File: config.mk
export PLATFORM = sky130hd
export DESIGN_NAME = dioph_step_solver
export DESIGN_NICKNAME = d
export VERILOG_FILES = /design/src/rtl/dioph_pkg.sv /design/src/rtl/step_range_check.sv /design/src/rtl/fold_engine.sv /design/src/rtl/result_hold.sv /design/src/rtl/dioph_step_solver.sv
export SDC_FILE = /design/constraint.sdc
export NUM_CORES = 1
export LEC_CHECK = 0
export BUFFER_PORTS_ARGS = -buffer_cell sky130_fd_sc_hd__buf_2
export CELL_PAD_IN_SITES_DETAIL_PLACEMENT = 1
export CELL_PAD_IN_SITES_GLOBAL_PLACEMENT = 1
export CORE_MARGIN = 3
export CORE_UTILIZATION = 25
export DETAILED_ROUTE_END_ITERATION = 16
export PLACE_DENSITY = 0.57
export SYNTH_ARGS = -nofsm -noshare
export SYNTH_HDL_FRONTEND = slang
export SYNTH_SLANG_ARGS = --single-unit
File: constraint.sdc
create_clock -name clk -period 4.9 [get_ports clk]
set_input_delay 0.735 -clock clk [delete_from_list [all_inputs] [get_ports clk]]
set_output_delay 0.735 -clock clk [all_outputs]
set_load 0.02 [all_outputs]
File: src/rtl/dioph_pkg.sv
package dioph_pkg;

  typedef enum logic {
    SUM_FORM  = 1'b0,
    DIFF_FORM = 1'b1
  } form_e;

  // smallest k in [0, m) with k*x = 1 (mod m); 0 when none exists
  function automatic int inv_mod(input int x, input int m);
    int r;
    r = 0;
    for (int k = m - 1; k >= 0; k--) begin
      if (((k * x) % m) == (1 % m)) r = k;
    end
    return r;
  endfunction

endpackage

File: src/rtl/step_range_check.sv
module step_range_check #(
  parameter int A_W   = 8,
  parameter int NN    = 6,
  parameter int MAG_W = 3
) (
  input  logic signed [A_W-1:0]   a,
  output logic                    in_range,
  output logic                    neg,
  output logic        [MAG_W-1:0] mag
);

  function automatic int abs_i(input int v);
    return (v < 0) ? -v : v;
  endfunction

  int a_int;

  always_comb begin
    a_int    = int'(a);
    in_range = (abs_i(a_int) <= NN);
    neg      = (a_int < 0);
    if (!in_range)  mag = '0;
    else if (neg)   mag = MAG_W'(-a);
    else            mag = MAG_W'(a);
  end

endmodule

File: src/rtl/fold_engine.sv
module fold_engine
  import dioph_pkg::*;
#(
  parameter int    N1    = 3,
  parameter int    N2    = 2,
  parameter form_e FORM  = SUM_FORM,
  parameter int    MAG_W = 3,
  parameter int    ACC_W = 8,
  parameter int    M1_W  = 3,
  parameter int    M2_W  = 3
) (
  input  logic                   clk,
  input  logic                   rst,
  input  logic                   load,
  input  logic       [MAG_W-1:0] mag,
  input  logic                   neg,
  output logic                   busy,
  output logic                   step,
  output logic                   fin,
  output logic signed [M1_W-1:0] m1_res,
  output logic signed [M2_W-1:0] m2_res
);

  // unit solution of m1*N2 + e*N1 = 1 with e in [0, N2)
  localparam int V2 = inv_mod(N1, N2);
  localparam int U1 = (1 - V2 * N1) / N2;
  localparam logic signed [ACC_W-1:0] STEP1 = ACC_W'(N1);
  localparam logic signed [ACC_W-1:0] STEP2 = ACC_W'(N2);

  function automatic logic signed [ACC_W-1:0] scale(input logic [MAG_W-1:0] m,
                                                     input int c);
    int p;
    p = int'(m) * c;
    return ACC_W'(p);
  endfunction

  function automatic logic signed [ACC_W-1:0] flip(input logic signed [ACC_W-1:0] v,
                                                    input logic n);
    return n ? -v : v;
  endfunction

  logic                    busy_q, neg_q;
  logic signed [ACC_W-1:0] m1_acc, e2_acc;
  logic                    e2_high;
  logic signed [ACC_W-1:0] m1_sgn, e2_sgn, m2_full;

  assign e2_high = (int'(e2_acc) >= N2);
  assign busy    = busy_q;
  assign step    = busy_q && e2_high;
  assign fin     = busy_q && !e2_high;

  always_ff @(posedge clk) begin
    if (rst) begin
      busy_q <= 1'b0;
      neg_q  <= 1'b0;
      m1_acc <= '0;
      e2_acc <= '0;
    end else if (load && !busy_q) begin
      busy_q <= 1'b1;
      neg_q  <= neg;
      m1_acc <= scale(mag, U1);
      e2_acc <= scale(mag, V2);
    end else if (step) begin
      m1_acc <= m1_acc + STEP1;
      e2_acc <= e2_acc - STEP2;
    end else if (fin) begin
      busy_q <= 1'b0;
    end
  end

  assign m1_sgn = flip(m1_acc, neg_q);
  assign e2_sgn = flip(e2_acc, neg_q);

  generate
    if (FORM == DIFF_FORM) begin : g_diff
      assign m2_full = -e2_sgn;
    end else begin : g_sum
      assign m2_full = e2_sgn;
    end
  endgenerate

  assign m1_res = M1_W'(m1_sgn);
  assign m2_res = M2_W'(m2_full);

endmodule

File: src/rtl/result_hold.sv
module result_hold #(
  parameter int M1_W = 3,
  parameter int M2_W = 3
) (
  input  logic                   clk,
  input  logic                   rst,
  input  logic                   fin,
  input  logic                   reject,
  input  logic signed [M1_W-1:0] m1_in,
  input  logic signed [M2_W-1:0] m2_in,
  output logic                   done_o,
  output logic                   err_o,
  output logic signed [M1_W-1:0] m1_o,
  output logic signed [M2_W-1:0] m2_o
);

  always_ff @(posedge clk) begin
    if (rst) begin
      done_o <= 1'b0;
      err_o  <= 1'b0;
      m1_o   <= '0;
      m2_o   <= '0;
    end else begin
      done_o <= fin || reject;
      if (fin) begin
        m1_o  <= m1_in;
        m2_o  <= m2_in;
        err_o <= 1'b0;
      end else if (reject) begin
        err_o <= 1'b1;
      end
    end
  end

endmodule

File: src/rtl/dioph_step_solver.sv
module dioph_step_solver
  import dioph_pkg::*;
#(
  parameter int    N1   = 3,
  parameter int    N2   = 2,
  parameter form_e FORM = SUM_FORM,
  parameter int    A_W  = 8
) (
  input  logic                          clk,
  input  logic                          rst,
  input  logic                          start_i,
  input  logic signed [A_W-1:0]         a_i,
  output logic                          ready_o,
  output logic                          done_o,
  output logic                          err_o,
  output logic signed [$clog2(N1+1):0]  m1_o,
  output logic signed [$clog2(N2+1):0]  m2_o
);

  localparam int NN    = N1 * N2;
  localparam int MAG_W = $clog2(NN + 1);
  localparam int M1_W  = $clog2(N1 + 1) + 1;
  localparam int M2_W  = $clog2(N2 + 1) + 1;
  localparam int ACC_W = $clog2(NN * (N1 + N2) + 1) + 2;

  logic                   in_range, a_neg;
  logic       [MAG_W-1:0] a_mag;
  logic                   accept, load, reject;
  logic                   fold_busy, fold_step, fold_fin;
  logic signed [M1_W-1:0] m1_next;
  logic signed [M2_W-1:0] m2_next;

  step_range_check #(.A_W(A_W), .NN(NN), .MAG_W(MAG_W)) u_range (
    .a        (a_i),
    .in_range (in_range),
    .neg      (a_neg),
    .mag      (a_mag)
  );

  assign accept  = start_i && !fold_busy;
  assign load    = accept && in_range;
  assign reject  = accept && !in_range;
  assign ready_o = !fold_busy;

  fold_engine #(
    .N1(N1), .N2(N2), .FORM(FORM), .MAG_W(MAG_W),
    .ACC_W(ACC_W), .M1_W(M1_W), .M2_W(M2_W)
  ) u_fold (
    .clk    (clk),
    .rst    (rst),
    .load   (load),
    .mag    (a_mag),
    .neg    (a_neg),
    .busy   (fold_busy),
    .step   (fold_step),
    .fin    (fold_fin),
    .m1_res (m1_next),
    .m2_res (m2_next)
  );

  result_hold #(.M1_W(M1_W), .M2_W(M2_W)) u_hold (
    .clk    (clk),
    .rst    (rst),
    .fin    (fold_fin),
    .reject (reject),
    .m1_in  (m1_next),
    .m2_in  (m2_next),
    .done_o (done_o),
    .err_o  (err_o),
    .m1_o   (m1_o),
    .m2_o   (m2_o)
  );

endmodule

==> run summary <==
layout cell share with drive strength beyond 1: 0.201
hold_buf cts: 0
Chip Height: 74.2 µm
DRT Pass-1 Iters: 4
Post-Place Worst Slack: 1.70 ns
Nets: 173
residual DRC count: 0
width of the die: 74.2 µm
worst skew pair latency: 0.26 ns
syn_nets: 153
CTS max path bufs: 2
final worst-path cycle share: 0.596
Rows: 24
cell count after synthesis: 135
crit-path max FO: 6
Slew headroom: 0.510
Final Skew: 0.00167 ns
core footprint: 4410 µm²
worst path arrival time: 3.11 ns
Slew Viols, Final: 0
RSZ-0062 raised after global routing: false
cells along the critical path: buf_2, inv_1, ha_1, or4_1, a211oi_2, o21a_2, nand2_1, ha_1, xnor2_1, nor4b_4, a211oi_2
area taken by multi-input logic gates: 686 µm²
Metal-1 WL: 1290 µm
wire length on met2: 1260 µm
setup TNS: 0 ns
Critical Path Start Type: input port
diode count: 0
IO Port Bufs: 19
Post-CTS Setup Bufs: 0
VDD IR-drop max: 78.7 µV
Post-synth EDFFs: 0
Initial Utilization: 0.263
Yosys reg bits: 20
wire per inst: 13.1 µm
status: finished, final reports clean
Crit Path Class: input port to flop
Initial DRC Count: 14
Seq/Total Area, Yosys: 0.344
PnR worst setup slack: 1.98 ns
clock slew at reported path FFs: 0.07 ns
GRT overflow: 0
Layout area overhead: 16.5%
syn avg cell area: 8.61 µm²
Final ANT Viol Nets: 0
final hold violation count: 0
FFs w/ async S/R, synth: 0
H-tree lvl count: 1
Detailed Route WL: 2700 µm
LEAKAGE: 0.000505 µW
Synth cell types: 32
Top FF cell, synth: dfxtp_1
total of cells resized after clock tree synthesis: 0
CP max-delay cell: or4_1
warning count from the yosys run: 0
Global Route Usage Sum: 0.105
gp weighted congestion: 0.744
max cap viols: 0
Reg area: 400 µm²
uppermost layer routed: met4
Avg Vias per Cell: 4.72
root buffer cell: clkbuf_8
fmax: 342 MHz
# clock sinks: 20
DP HPWL: 2170 µm
count of final setup violators: 0
post-synthesis instance area: 1160 µm²
metal3 WL: 96 µm
Worst EP required: 5.09 ns
first-pass GRT wire length: 4440 µm
fill count: 532
CTS buffer count: 3
fin crit period: 2.92 ns
antenna violations before repair: 0
die area: 5500 µm²
IO Count: 20
HP Class: flop to flop
vias in the first global route: 978
Vias: 973
CP Capture Type: flop
largest net degree at the start of global routing: 18
worst-margin pin slew: 0.735 ns
CTS tree: built
crit-path max cell delay: 0.55 ns
Power Density: 247 nW/µm²
[routing by layer]
metal  vias up  track usage
met2        23        0.179
met4         0       0.0483
met1       450        0.129
li1        495            -
met5         -            0
met3         5       0.0176
[state kept, by name, indices dropped and copies added (netlist names)]
register	flops
u_hold.err_o	1
u_hold.done_o	1
u_fold.m1_acc	3
u_hold.m1_o	3
u_fold.e2_acc	7
u_hold.m2_o	3
u_fold.neg_q	1
u_fold.busy	1
[placed cells by master (no fill, tap or decap), drive strengths merged]
master / instances
xnor2: 8
a21oi: 7
nor2: 19
nor4b: 3
nand2b: 4
mux2i: 4
ha: 7
o21ai: 2
or4: 2
and2: 1
nor3: 4
nand4: 1
or2b: 1
nand2: 11
nor4bb: 1
buf: 19
inv: 14
clkbuf: 4
a31oi: 1
a211oi: 8
nor2b: 1
xor2: 3
o21a: 2
dfxtp: 20
a41oi: 1
o211ai: 2
nand3: 4
[where the power goes]
part           total (µW)  switching (µW)  internal, µW
Sequential            168            2.21           165
Combinational        38.7            23.6          15.2
Clock                 128            56.6          71.6
[kinds of logic after synthesis]
logic type / after synthesis / synth area share
AOI/OAI and AO/OA: 23 / 0.165
xor gates and xnor gates: 11 / 0.0829
adders and majority gates: 7 / 0.0753
buffers and inverters: 18 / 0.0657
DFF: 20 / 0.344
muxes: 4 / 0.0344
and+or+nand+nor: 52 / 0.233
[worst max-delay path, delay by kind of cell]
family / cells / cell delay [ns]
compound gates: 3 / 0.74
fa+ha+maj: 2 / 0.45
xor+xnor: 1 / 0.26
buf+inv: 2 / 0.20
simple gates: 3 / 0.70
[area by class of cell]
cell class,count,area share
Timing Repair Buffer,19,0.0702
Clock buffer,4,0.0407
Multi-Input combinational cell,97,0.506
Tap cell,52,0.0481
Sequential cell,20,0.296
Inverter,14,0.0388
[stage by stage]
stage	instances	total power, µW	hold slack, ns	util	cell area [µm²]
finish	206	335	0.453	0.307	1350
global route	206	349	0.481	0.307	1350
CTS	206	340	0.460	0.307	1350
detailed placement	202	211	0.449	0.294	1300
global placement	202	208	0.440	0.294	1300
floorplan	135	197	0.445	-	1160
[worst paths after layout]
| check | startpoint | endpoint | slack [ns] | cells after the start |
|---|---|---|---|---|
| worst min-delay path | u_hold.m1_o[0]$_SDFFE_PP0P_ | u_hold.m1_o[0]$_SDFFE_PP0P_ | 0.45 | 2 |
| worst max-delay path | a_i[0] | u_fold.m1_acc[2]$_SDFFE_PP0P_ | 1.98 | 11 |
| worst max register to register | u_fold.e2_acc[1]$_SDFFE_PP0P_ | u_fold.m1_acc[1]$_SDFFE_PP0P_ | 2.79 | 7 |
| worst min register to register | u_hold.m1_o[0]$_SDFFE_PP0P_ | u_hold.m1_o[0]$_SDFFE_PP0P_ | 0.45 | 2 |
[cell usage after synthesis (2+ instances only)]
library cell	instances	area, µm²
inv_1	14	52.6
dfxtp_1	20	400
nor4b_1	2	17.5
a211oi_1	4	30.0
nor3_1	4	20.0
clkbuf_1	2	7.51
nor2_1	19	71.3
ha_1	7	87.6
nand3_1	4	20.0
mux2i_1	4	40.0
nand2_1	11	41.3
a211oi_2	4	50.1
xnor2_1	8	70.1
o21ai_0	2	10.0
nand2b_1	4	25.0
a21oi_1	7	35.0
or4_1	2	15.0
xor2_1	3	26.3
(Power assumes the default switching activity.)
